===== src/rtl/keyed_wdt_pkg.sv =====
package keyed_wdt_pkg;
    typedef enum logic [1:0] {
        ST_OFF,
        ST_WAIT,
        ST_ARMED,
        ST_DONE
    } wdt_state_e;

    typedef enum logic {
        FS_IDLE,
        FS_KEY1
    } feed_state_e;

    localparam logic [3:0] OFS_MODE   = 4'h0;
    localparam logic [3:0] OFS_RELOAD = 4'h4;
    localparam logic [3:0] OFS_FEED   = 4'h8;
    localparam logic [3:0] OFS_COUNT  = 4'hC;

    localparam logic [7:0] KEY_FIRST  = 8'hAA;
    localparam logic [7:0] KEY_SECOND = 8'h55;
endpackage


===== src/rtl/keyed_wdt_prescale.sv =====
module keyed_wdt_prescale #(
    parameter int DIV = 4
) (
    input  logic clk,
    input  logic rst_n,
    input  logic restart,
    output logic tick
);
    localparam int PW = (DIV > 2) ? $clog2(DIV) : 1;
    localparam logic [PW-1:0] LAST = PW'(DIV - 1);

    logic [PW-1:0] phase;

    assign tick = (phase == LAST);

    always_ff @(posedge clk or negedge rst_n) begin
        if (!rst_n)
            phase <= '0;
        else if (restart || tick)
            phase <= '0;
        else
            phase <= phase + 1'b1;
    end
endmodule


===== src/rtl/keyed_wdt_feedseq.sv =====
module keyed_wdt_feedseq
    import keyed_wdt_pkg::*;
(
    input  logic       clk,
    input  logic       rst_n,
    input  logic       access,
    input  logic       feed_wr,
    input  logic [7:0] key,
    output logic       feed_ok,
    output logic       feed_bad
);
    feed_state_e fs_q, fs_d;

    always_ff @(posedge clk or negedge rst_n) begin
        if (!rst_n)
            fs_q <= FS_IDLE;
        else
            fs_q <= fs_d;
    end

    always_comb begin
        fs_d     = fs_q;
        feed_ok  = 1'b0;
        feed_bad = 1'b0;
        unique case (fs_q)
            FS_IDLE: begin
                if (feed_wr && key == KEY_FIRST)
                    fs_d = FS_KEY1;
            end
            FS_KEY1: begin
                if (access) begin
                    fs_d = FS_IDLE;
                    if (feed_wr && key == KEY_SECOND)
                        feed_ok = 1'b1;
                    else
                        feed_bad = 1'b1;
                end
            end
        endcase
    end
endmodule


===== src/rtl/keyed_wdt_counter.sv =====
module keyed_wdt_counter #(
    parameter int CNT_W    = 24,
    parameter int INIT_VAL = 255
) (
    input  logic             clk,
    input  logic             rst_n,
    input  logic             load,
    input  logic [CNT_W-1:0] load_val,
    input  logic             dec,
    output logic [CNT_W-1:0] cnt,
    output logic             at_zero
);
    assign at_zero = (cnt == '0);

    always_ff @(posedge clk or negedge rst_n) begin
        if (!rst_n)
            cnt <= CNT_W'(INIT_VAL);
        else if (load)
            cnt <= load_val;
        else if (dec && !at_zero)
            cnt <= cnt - 1'b1;
    end
endmodule


===== src/rtl/keyed_wdt.sv =====
module keyed_wdt
    import keyed_wdt_pkg::*;
#(
    parameter int ADDR_W     = 4,
    parameter int DATA_W     = 32,
    parameter int CNT_W      = 24,
    parameter int PRE_DIV    = 4,
    parameter int RELOAD_MIN = 255
) (
    input  logic              clk,
    input  logic              rst_n,
    input  logic              wr_en,
    input  logic              rd_en,
    input  logic [ADDR_W-1:0] addr,
    input  logic [DATA_W-1:0] wdata,
    output logic [DATA_W-1:0] rdata,
    output logic              reset_req,
    output logic              timeout_flag
);
    localparam logic [CNT_W-1:0] MIN_V = CNT_W'(RELOAD_MIN);

    wdt_state_e       state, state_d;
    logic [CNT_W-1:0] reload_q;
    logic [CNT_W-1:0] cnt;
    logic             at_zero, tick;
    logic             rst_on_exp;
    logic             feed_ok, feed_bad;
    logic             do_load, do_dec, expire;
    logic             mode_wr, reload_wr, feed_wr;

    assign mode_wr   = wr_en && (addr == ADDR_W'(OFS_MODE));
    assign reload_wr = wr_en && (addr == ADDR_W'(OFS_RELOAD));
    assign feed_wr   = wr_en && (addr == ADDR_W'(OFS_FEED));

    keyed_wdt_feedseq u_feed (
        .clk      (clk),
        .rst_n    (rst_n),
        .access   (wr_en || rd_en),
        .feed_wr  (feed_wr),
        .key      (wdata[7:0]),
        .feed_ok  (feed_ok),
        .feed_bad (feed_bad)
    );

    keyed_wdt_prescale #(.DIV(PRE_DIV)) u_pre (
        .clk     (clk),
        .rst_n   (rst_n),
        .restart (do_load),
        .tick    (tick)
    );

    keyed_wdt_counter #(.CNT_W(CNT_W), .INIT_VAL(RELOAD_MIN)) u_cnt (
        .clk      (clk),
        .rst_n    (rst_n),
        .load     (do_load),
        .load_val (reload_q),
        .dec      (do_dec),
        .cnt      (cnt),
        .at_zero  (at_zero)
    );

    assign do_load = feed_ok && (state != ST_DONE);
    assign do_dec  = (state == ST_ARMED) && tick && !do_load;
    assign expire  = (state == ST_ARMED) && tick && at_zero && !feed_ok;

    // state register
    always_ff @(posedge clk or negedge rst_n) begin
        if (!rst_n)
            state <= ST_OFF;
        else
            state <= state_d;
    end

    always_comb begin
        state_d = state;
        unique case (state)
            ST_OFF:   if (mode_wr && wdata[0]) state_d = ST_WAIT;
            ST_WAIT:  if (feed_ok)             state_d = ST_ARMED;
            ST_ARMED: if (expire)              state_d = ST_DONE;
            ST_DONE:  state_d = ST_DONE;
        endcase
    end

    // outputs and configuration
    always_ff @(posedge clk or negedge rst_n) begin
        if (!rst_n) begin
            reset_req    <= 1'b0;
            timeout_flag <= 1'b0;
            rst_on_exp   <= 1'b0;
            reload_q     <= MIN_V;
        end else begin
            reset_req    <= (expire && rst_on_exp) ||
                            (feed_bad && state == ST_ARMED);
            timeout_flag <= timeout_flag || expire;
            if (mode_wr)
                rst_on_exp <= wdata[1];
            if (reload_wr)
                reload_q <= (wdata[CNT_W-1:0] < MIN_V) ? MIN_V : wdata[CNT_W-1:0];
        end
    end

    always_comb begin
        rdata = '0;
        case (addr)
            ADDR_W'(OFS_MODE):   rdata[2:0] = {timeout_flag, rst_on_exp, state != ST_OFF};
            ADDR_W'(OFS_RELOAD): rdata[CNT_W-1:0] = reload_q;
            ADDR_W'(OFS_COUNT):  rdata[CNT_W-1:0] = cnt;
            default:             rdata = '0;
        endcase
    end
endmodule


===== config.mk =====
export PLATFORM = sky130hd
export DESIGN_NAME = keyed_wdt
export DESIGN_NICKNAME = d
export VERILOG_FILES = /design/src/rtl/keyed_wdt_pkg.sv /design/src/rtl/keyed_wdt_prescale.sv /design/src/rtl/keyed_wdt_feedseq.sv /design/src/rtl/keyed_wdt_counter.sv /design/src/rtl/keyed_wdt.sv
export SDC_FILE = /design/constraint.sdc
export NUM_CORES = 1
export LEC_CHECK = 0
export ABC_AREA = 1
export BUFFER_PORTS_ARGS = -buffer_cell sky130_fd_sc_hd__buf_2
export CAP_MARGIN = 20
export CORE_MARGIN = 3
export CORE_UTILIZATION = 45
export DETAILED_ROUTE_END_ITERATION = 16
export GPL_TIMING_DRIVEN = 0
export PLACE_DENSITY = 0.68
export SLEW_MARGIN = 20
export SYNTH_ARGS = -nofsm -noshare
export SYNTH_HDL_FRONTEND = slang
export SYNTH_SLANG_ARGS = --single-unit

===== constraint.sdc =====
create_clock -name clk -period 3.21 [get_ports clk]
set_clock_uncertainty 0.2 [all_clocks]
set_input_delay 0.321 -clock clk [delete_from_list [all_inputs] [get_ports clk]]
set_output_delay 0.321 -clock clk [all_outputs]
set_load 0.02 [all_outputs]

==> impl_metrics.tcl, run 1 <==
set metrics [dict create \
    synth.top_cell.area_share_pct 26.94 \
    grt_pass1_wl_mm 17.67 \
    cp_max_fo 10 \
    path_class "in -> out" \
    ys_dominant_reg_cell "dfrtp_1" \
    synthTopCellsByCount "nand2_1, nand3_1, inv_1, nor2_1, dfrtp_1" \
    routedWlPerCell_um 14.63 \
    h-tree-depth 2 \
    globalplace.congestion 0.9200 \
    grt_pass1_vias 3628 \
    syn_to_final_growth_pct 14.48 \
    ant_nets 0 \
    cts_sinks 56 \
    synth_top_area_cell "dfrtp_1" \
    finalSetupViolCount 0 \
    ys_seq_area_share_pct 38.25 \
    vias 3666 \
    switching_power_w 0.0004189 \
    postSynthCellCount 530 \
    min_period_ns 2.333 \
    worst_setup_path_start_kind "input port" \
    grt_setup_unrepaired "false" \
    crit_buf_inv 4 \
    ys_ff_latch 56 \
    vdd_ir_drop_max_uv 198.0 \
    crit_path_end_kind "primary output" \
    portBuffers 57 \
    overflow 0 \
    drc 0 \
    insertion_delay_ns 0.32 \
    p_leak_nw 2.314 \
    ff2ff_setup_slack_ns 1.04 \
    core_area_um2 7888 \
    slowest_stage "nor3_4" \
    syn_area_um2 3716 \
    drt-total-wl_mm 10.32 \
    synth-edff-count 0 \
    cp-endpoint "rdata[18]" \
    antenna_found_initial 0 \
    hp-class "in -> reg" \
    cts_inserted_buffers 5 \
    grt_usage_pct 22.94 \
    total_power_w 0.001431 \
    crit_start "addr[1]" \
    post_drt_via_cell_ratio 5.200 \
    cp.depth 8 \
    nets 645 \
    start_util_pct 47.11 \
    die_y_um 96.88 \
    yosys-top-cells-area "dfrtp_1, nand2_1, dfstp_2, nand3_1, inv_1" \
    path_delay_family "buffers and inverters" \
    async_flop_share_pct 100.0 \
    ios 74 \
    crit_required_ns 2.69 \
    cts_tree "done" \
    dp_hpwl_mm 8.010 \
    nFillCells 803 \
    dieArea_um2 9385 \
    drtIter0Drc 324 \
    tns_ns 0 \
    r2r-start "u_cnt.cnt[0]" \
    clock.fmax_ghz 0.4286 \
    synth.distinct_cells 34 \
    cp.arrival_ns 1.81 \
    synth.most_common_cell "nand2_1" \
    outcome "completed" \
    sw_frac_of_total_pct 29.26 \
    ys_warn_count 0 \
    rows 32 \
    critPathMostFrequentCell "buf_2" \
    root_buffer "clkbuf_8" \
    p_comb_share_pct 13.0 \
    reg2reg_to "u_cnt.cnt[22]" \
    cellInternalPower_w 0.001012 \
    grt_max_degree 57 \
    report.final.slew_viol_count 0 \
    finalCritPeriodShare_pct 72.68 \
    clkTransAtPathRegs_ns 0.10 \
    reg2reg_depth 9 \
    clkPwrFrac_pct 28.2 \
    drive_gt1_share_pct 20.90 \
    p_seq_share_pct 58.8 \
    die_x_um 96.88 \
    avgSynthCellArea_um2 7.011 \
    cts_resized 0 \
    diodes 0 \
    tightest_slew_ns 0.7281 \
    dr.pass1.iters 5 \
    maxCapViolCount 0 \
    crit_chain "buf_2, nor2_2, inv_2, nor3_4, buf_2, nand2_1, o21ai_0, buf_2" \
    clk_path_buf_depth 2 \
    hold_violations 0 \
    slowest_delay_ns 0.43 \
    power.density_nw_per_um2 336.5 \
    max-slew-margin-rel_pct 51.46 \
]
## per-layer routing
layer | share of wire, % | track usage (%)
met1 | 46 | 31.63
met2 | 46 | 37.42
met3 | 5.9 | 3.965
met4 | 1.5 | 5.832
met5 | 0 | 0
## cell type report
class	count	area, µm²	share of cell area (%)
clock inverter	3	17.52	0.4118
tap	102	127.6	3.000
timing repair buffer	58	297.8	7.000
inverter	65	245.2	5.765
multi-input combinational	392	1887	44.35
sequential	56	1421	33.41
clock buffer	5	68.82	1.618
buffer	24	188.9	4.441
## cells by family after synthesis
family	synth area share [%]
other	0.1009
AND/OR/NAND/NOR	38.32
adder cells (fa/ha/maj)	1.010
AO/OA/AOI/OAI	8.485
XOR/XNOR	1.886
flip-flops	38.25
multiplexers	0.2694
buffers and inverters	11.68
## cell usage in the layout, fill, tap and decap left out, types with 2 or more instances in the layout
cell,n
nand2_1,156
nand3_1,71
inv_1,63
buf_2,60
nor2_1,57
dfrtp_1,40
o21ai_0,19
dfstp_2,16
nand4_1,14
buf_4,10
o21ai_1,10
nor2_2,8
buf_6,8
a22oi_1,8
xor2_1,8
conb_1,8
o21ai_2,6
o22ai_1,5
clkbuf_8,5
clkbuf_1,3
o221ai_1,3
nand2_2,3
ha_1,3
nor3_1,2
nor2_4,2
clkinv_2,2
and3_1,2
## metrics by stage
step | area (µm²) | hold slack (ns) | cells | util [%] | setup WS [ns]
2_1_floorplan | 3742 | -0.1746 | 537 | - | 1.358
3_3_place_gp | 4155 | 0.2253 | 696 | 52.68 | 0.8792
3_5_place_dp | 4158 | 0.2297 | 696 | 52.71 | 0.8965
4_1_cts | 4254 | 0.03842 | 705 | 53.93 | 0.8885
5_1_grt | 4254 | 0.04000 | 705 | 53.93 | 0.7565
6_report | 4254 | 0.04292 | 705 | 53.93 | 0.8768
## power by group through the flow
stage                     combinational [W]  clock [W]  sequential [W]
after floorplan                    0.000122          0        0.000831
after global placement             0.000182          0        0.000852
after detailed placement           0.000187          0        0.000853
after CTS                          0.000188   0.000407        0.000840
after global routing               0.000213   0.000437        0.000851
final                              0.000186   0.000404        0.000842
## worst min-delay path by stage
stage                    from             end  slack, ns  cells after the start
6_report            wdata[14]    reload_q[14]       0.04                      3
5_1_grt             wdata[14]    reload_q[14]       0.04                      3
4_1_cts             wdata[14]    reload_q[14]       0.04                      3
3_5_place_dp            rst_n     u_feed.fs_q       0.23                      1
3_3_place_gp   u_pre.phase[0]  u_pre.phase[0]       0.23                      1
2_1_floorplan           rst_n    reload_q[10]      -0.17                      0
## sequential cells by signal, summed over array words and instances (netlist names)
register / count
reset_req: 1
timeout_flag: 1
rst_on_exp: 1
u_feed.fs_q: 1
u_pre.phase: 2
reload_q: 24
state: 2
u_cnt.cnt: 24
## worst min-delay path, cell delays in order
cell and delay [ns]:
buf_2 0.09, inv_1 0.05, o21ai_1 0.06
## repair_timing
item                                    CTS  global route
endpoints found under the setup margin    0             0
buffers inserted                          0             0
hold endpoints to repair                 40             0
hold buffers                              1             0
No activity file was read; power rests on OpenSTA's default activity.
==> inputs of run 2 (changes only) <==
Settings changed: PLACE_DENSITY 0.68 to 0.71.
Clock period 3.21 ns to 1.9 ns, I/O delays scaled along.
==> run 2 against run 1 <==
Register-to-register slack worse by 0.96 ns; cell area rose by 13%; worst setup slack worse by 0.81 ns; critical endpoint is now u_cnt.cnt[13]; largest cell class unchanged; largest power group unchanged.
==> impl_metrics.tcl, run 2 (same netlist as run 1, synthesis figures left out) <==
set metrics [dict create \
    outcome "completed" \
    clock.fmax_ghz 0.5468 \
    worst_setup_path_start_kind "input port" \
    rows 32 \
    vdd_ir_drop_max_uv 426.9 \
    crit_required_ns 1.95 \
    tightest_slew_ns 0.7439 \
    place_area_um2 4158 \
    grt_max_degree 57 \
    post-place-cells 696 \
    clkTransAtPathRegs_ns 0.10 \
    final_common_cell "nand2_1" \
    drc 0 \
    cp_max_fo 10 \
    fin_util_pct 60.80 \
    slowest_stage "dlygate4sd3_1" \
    drive_gt1_share_pct 25.78 \
    hold_violations 0 \
    mostFrequentLayoutCells "nand2_1, nand3_1, inv_1, buf_2, nor2_1" \
    antenna_found_initial 0 \
    drt-total-wl_mm 11.46 \
    globalplace.congestion 0.9227 \
    insertion_delay_ns 0.32 \
    maxCapViolCount 0 \
    vias 3918 \
    nets 682 \
    tns_ns 0 \
    diodes 0 \
    report.final.slew_viol_count 0 \
    core_area_um2 7888 \
    clk_path_buf_depth 2 \
    path_class "in -> reg" \
    whs_ns 0.01155 \
    die_x_um 96.88 \
    grt_pass1_vias 3683 \
    cts_tree "done" \
    routedWlPerCell_um 15.44 \
    finalSetupViolCount 0 \
    ant_nets 0 \
    max-slew-margin-rel_pct 50.41 \
    overflow 0 \
    start_util_pct 47.11 \
    cp.arrival_ns 1.88 \
    syn_to_final_growth_pct 29.06 \
    h-tree-depth 2 \
    finalCritPeriodShare_pct 96.26 \
    top_regs "reload_q: 24 flops, u_cnt.cnt: 24 flops" \
    fin_area_um2 4796 \
    portBuffers 57 \
    power.density_nw_per_um2 549.0 \
    crit_chain "dlygate4sd3_1, buf_4, nor2_2, nand2_2, nor2_4, nand4_4, clkinv_4, buf_8, nand2_1, nand3_1" \
    dieArea_um2 9385 \
    p_leak_nw 2.565 \
    post_drt_via_cell_ratio 5.280 \
    ios 74 \
    hp-class "in -> reg" \
    fin_cells 742 \
    drtIter0Drc 284 \
    cts_inserted_buffers 5 \
    cts_sinks 56 \
    die_y_um 96.88 \
    min_period_ns 1.829 \
    root_buffer "clkbuf_8" \
    dr.pass1.iters 5 \
    crit_path_end_kind "flip-flop" \
    slowest_delay_ns 0.55 \
    dp_hpwl_mm 8.155 \
    grt_pass1_wl_mm 18.36 \
    grt_usage_pct 23.70 \
]
[run 2: cell count changes in the layout (fill, tap and decap cells not counted), moves of 3 or more]
cell	change
buf_2	-4
nand3_2	+5
inv_2	+4
nor2_4	+6
dlygate4sd3_1	+24
buf_4	+12
inv_1	-4
nor2_1	-9
nor2_2	+3
nand3_1	-5
[run 2: what timing repair did]
action                     in CTS  in global routing
gates cloned                    0                  1
gates resized for setup         7                 39
setup endpoints to repair      29                 40
hold buffers                   25                  0
pin swaps                       2                  7
setup buffers                   4                  9
hold endpoints to repair       63                  0
[run 2: cell type report]
| class | instances | area, µm² |
|---|---|---|
| plain buffers | 23 | 210.2 |
| clock buffers | 6 | 82.58 |
| clock inverters | 2 | 33.78 |
| fillers | 729 | 3092 |
| inverters | 65 | 249.0 |
| multi-input cells | 392 | 1994 |
| flip-flops and latches | 56 | 1423 |
| well taps | 102 | 127.6 |
| repair buffers | 96 | 675.6 |
[run 2: critical path, delay by kind of cell]
kind                   cells  cell delay (ns)
buffers and inverters      4             1.01
and+or+nand+nor            6             0.67
[run 2: power by group]
part / internal [W] / switching, W
clock network: 0.000426 / 0.000415
logic: 0.000161 / 0.000204
registers: 0.00133 / 0.000101
total: 0.00191 / 0.000721
[run 2: metrics by stage]
stage	worst slack, ns	power (W)
after detailed placement	-0.2006	0.001759
after CTS	0.002552	0.002634
after floorplan	0.2007	0.001610
after global placement	-0.1914	0.001749
after global routing	-0.01483	0.002748
final	0.07106	0.002633
[run 2: worst paths after layout]
check	to	startpoint	slack, ns	depth (start not counted)
worst max register to register	u_cnt.cnt[23]	u_cnt.cnt[2]	0.08	8
min in group asynchronous	u_cnt.cnt[9]	rst_n	0.26	2
worst min-delay path	reload_q[7]	wdata[7]	0.01	3
max in group asynchronous	u_cnt.cnt[22]	rst_n	0.73	2
worst min register to register	u_pre.phase[0]	u_pre.phase[0]	0.25	1
worst max-delay path	u_cnt.cnt[13]	wdata[1]	0.07	10
[run 2: layer usage]
| metal | vias up | share of wire (%) | track usage (%) |
|---|---|---|---|
| met5 | - | 0 | 0 |
| met4 | 0 | 1.6 | 6.371 |
| met3 | 16 | 5.6 | 2.812 |
| met2 | 136 | 48 | 38.91 |
| met1 | 1855 | 45 | 33.15 |
| li1 | 1911 | - | - |
==> inputs of run 3 (changes only) <==
Settings changed: ABC_AREA 1 to not set, BUFFER_PORTS_ARGS -buffer_cell sky130_fd_sc_hd__buf_2 to not set, DONT_BUFFER_PORTS set to 1, PLACE_DENSITY 0.71 to 0.63.
==> run 3 against run 2 <==
The run now ends with negative setup slack left; via count down 14%; sequential power up 3%; combinational power down 14%; synthesized cell count down 32%; largest power group unchanged; fmax down 22%; clock power down 17%; total power down 5.4%; core utilization up 5.1 points; largest cell class unchanged; count of clock-buffer cells in the layout unchanged; die area down 12%; flip-flop and latch count unchanged.
==> impl_metrics.tcl, run 3 <==
set metrics [dict create \
    outcome "finished with violations" \
    failed_checks "negative setup slack" \
    post-place-cells 464 \
    crit_path_end_kind "flip-flop" \
    path_delay_family "simple AND/OR/NAND/NOR gates" \
    fin_cells 538 \
    synth-compound-area-share_pct 19.61 \
    synth_xor_area_share_pct 1.351 \
    worst_setup_path_start_kind "flip-flop" \
    async_flop_share_pct 100.0 \
    min_period_ns 2.336 \
    overflow 0 \
    report.final.slew_viol_count 0 \
    synth-edff-count 0 \
    dp_hpwl_mm 6.966 \
    synth.area.mux_share_pct 0.3474 \
    critPathMostFrequentCell "buf_4" \
    setup_slack_ns -0.4362 \
    synth.distinct_cells 53 \
    ios 74 \
    path_class "reg -> reg" \
    synth.most_common_cell "nand2_1" \
    nets 484 \
    cp_max_fo 5 \
    max-slew-margin-rel_pct 61.98 \
    grt_usage_pct 26.14 \
    maxCapViolCount 0 \
    drive_gt1_share_pct 31.22 \
    antenna_found_initial 0 \
    slowest_stage "or4_1" \
    routedWlPerCell_um 21.05 \
    place_ws_ns -0.5283 \
    nFillCells 572 \
    ys_warn_count 0 \
    die_y_um 90.88 \
    p_leak_nw 1.844 \
    mostFrequentLayoutCells "nand2_1, buf_4, dfrtp_1, dlygate4sd3_1, nor2_1" \
    finalCritPeriodShare_pct 123.0 \
    multi_input_comb_area_um2 2047 \
    clock.fmax_ghz 0.4281 \
    core_area_um2 6907 \
    cts_tree "done" \
    diodes 0 \
    synth.top_cell.area_share_pct 30.88 \
    start_util_pct 46.94 \
    crit_buf_inv 2 \
    grt_max_degree 57 \
    synth_adder_area_share_pct 1.158 \
    hold_violations 0 \
    tightest_slew_ns 0.5703 \
    ys_ff_latch 56 \
    crit_chain "or3_4, or2_4, buf_4, buf_4, or4_1, a31oi_1" \
    yosys.area_share.simple_pct 28.56 \
    seq_area_um2 1424 \
    vias 3351 \
    root_buffer "clkbuf_8" \
    slowest_delay_ns 0.48 \
    drtIter0Drc 328 \
    ys_dominant_reg_cell "dfrtp_1" \
    syn_to_final_growth_pct 40.37 \
    h-tree-depth 2 \
    yosys-top-cells-area "dfrtp_1, dfstp_2, nand2_1, a22o_1, or3_1" \
    top_regs "reload_q: 24 flops, u_cnt.cnt: 24 flops" \
    grt_pass1_vias 3138 \
    ant_nets 0 \
    dieArea_um2 8258 \
    die_x_um 90.88 \
    synth_top_area_cell "dfrtp_1" \
    hp-class "in -> reg" \
    postSynthCellCount 361 \
    globalplace.congestion 0.8545 \
    synthTopCellsByCount "nand2_1, dfrtp_1, nor2_1, a22o_1" \
    insertion_delay_ns 0.32 \
    cp.arrival_ns 2.38 \
    avgSynthCellArea_um2 8.980 \
    clkTransAtPathRegs_ns 0.11 \
    finalSetupViolCount 24 \
    ys_seq_area_share_pct 43.84 \
    synth_top_family_by_area "simple AND/OR/NAND/NOR gates" \
    grt_setup_unrepaired "true" \
    cts_inserted_buffers 5 \
    power.density_nw_per_um2 547.0 \
    final_common_cell "nand2_1" \
    grt_pass1_wl_mm 17.12 \
    clk_path_buf_depth 2 \
    drt-total-wl_mm 11.32 \
    rows 30 \
    post_drt_via_cell_ratio 6.229 \
    crit_required_ns 1.94 \
    syn_area_um2 3242 \
    portBuffers 0 \
    drc 0 \
    vdd_ir_drop_max_uv 387.6 \
    dr.pass1.iters 5 \
    cts_sinks 56 \
]
[run 3: cell count changes in the layout (fill, tap and decap cells not counted), moves of 9 or more]
cell	delta
buf_2	-56
nor2_2	-10
a31oi_1	+14
nand4_1	-9
a22o_1	+20
nand3_1	-63
nand2_1	-84
inv_1	-57
buf_4	+17
or3_1	+15
nor2_1	-26
o21ai_0	-11
[run 3: worst paths after layout]
check                               start             end  slack, ns  cells past startpoint
setup / recovery             u_cnt.cnt[4]    u_cnt.cnt[6]      -0.44                      6
hold / removal                   wdata[7]       reset_req      0.008                      3
setup reg to reg             u_cnt.cnt[4]    u_cnt.cnt[6]      -0.44                      6
hold reg to reg            u_pre.phase[0]  u_pre.phase[0]       0.30                      1
max in group asynchronous           rst_n    u_cnt.cnt[7]       1.01                      2
min in group asynchronous           rst_n   u_cnt.cnt[20]       0.19                      2
[run 3: area by class of cell]
class	count	area share, %
flip-flops and latches	56	31.29
clock buffers	6	1.595
clock inverters	2	0.3574
inverters	4	0.4399
repair buffers	68	14.43
plain buffers	26	4.262
multi-input cells	280	44.98
well taps	96	2.640
[run 3: logic make-up after synthesis]
family                   Yosys count
other                              1
adder cells (fa/ha/maj)            3
flip-flops                        56
multiplexers                       1
XOR/XNOR                           5
AO/OA/AOI/OAI                     85
AND/OR/NAND/NOR                  177
buffers and inverters             33
[run 3: what timing repair did]
action	4_1_cts	5_1_grt
setup buffers	21	15
endpoints found under the hold margin	85	0
cloned	3	0
endpoints found under the setup margin	62	42
pin swaps	36	29
hold buffers	31	0
gates resized for setup	51	36
[run 3: worst register-to-register path: stages (launching register included)]
cell and delay (ns):
dfstp_2 0.42, or3_4 0.39, or2_4 0.26, buf_4 0.13, buf_4 0.12, or4_1 0.48
a31oi_1 0.25
[run 3: power breakdown]
part	switching (W)	total (W)	internal (W)
registers	0.000140	0.00148	0.00134
clock network	0.000432	0.000696	0.000264
logic	0.000167	0.000315	0.000148
total	0.000738	0.00249	0.00175
[run 3: layer usage]
layer  global-route usage, %  share of wire (%)  vias up
met5                       0                  0        -
met4                   9.296                2.7        0
met3                   4.833                8.8       28
met2                   41.57                 48      180
met1                   35.74                 41     1649
li1                        -                  -     1494
[run 3: stage by stage]
| stage | setup TNS, ns | total power [W] | area (µm²) | hold WS, ns | utilization (%) |
|---|---|---|---|---|---|
| after global placement | -25.53 | 0.001712 | 3462 | -0.3035 | 50.13 |
| after floorplan | -4.791 | 0.001627 | 3342 | -0.3056 | - |
| after detailed placement | -25.32 | 0.001718 | 3462 | -0.3034 | 50.13 |
| after global routing | -8.844 | 0.002578 | 4551 | 0.01822 | 65.89 |
| after CTS | -6.195 | 0.002478 | 4339 | 0.004595 | 62.83 |
| final | -7.616 | 0.002489 | 4551 | 0.008263 | 65.89 |
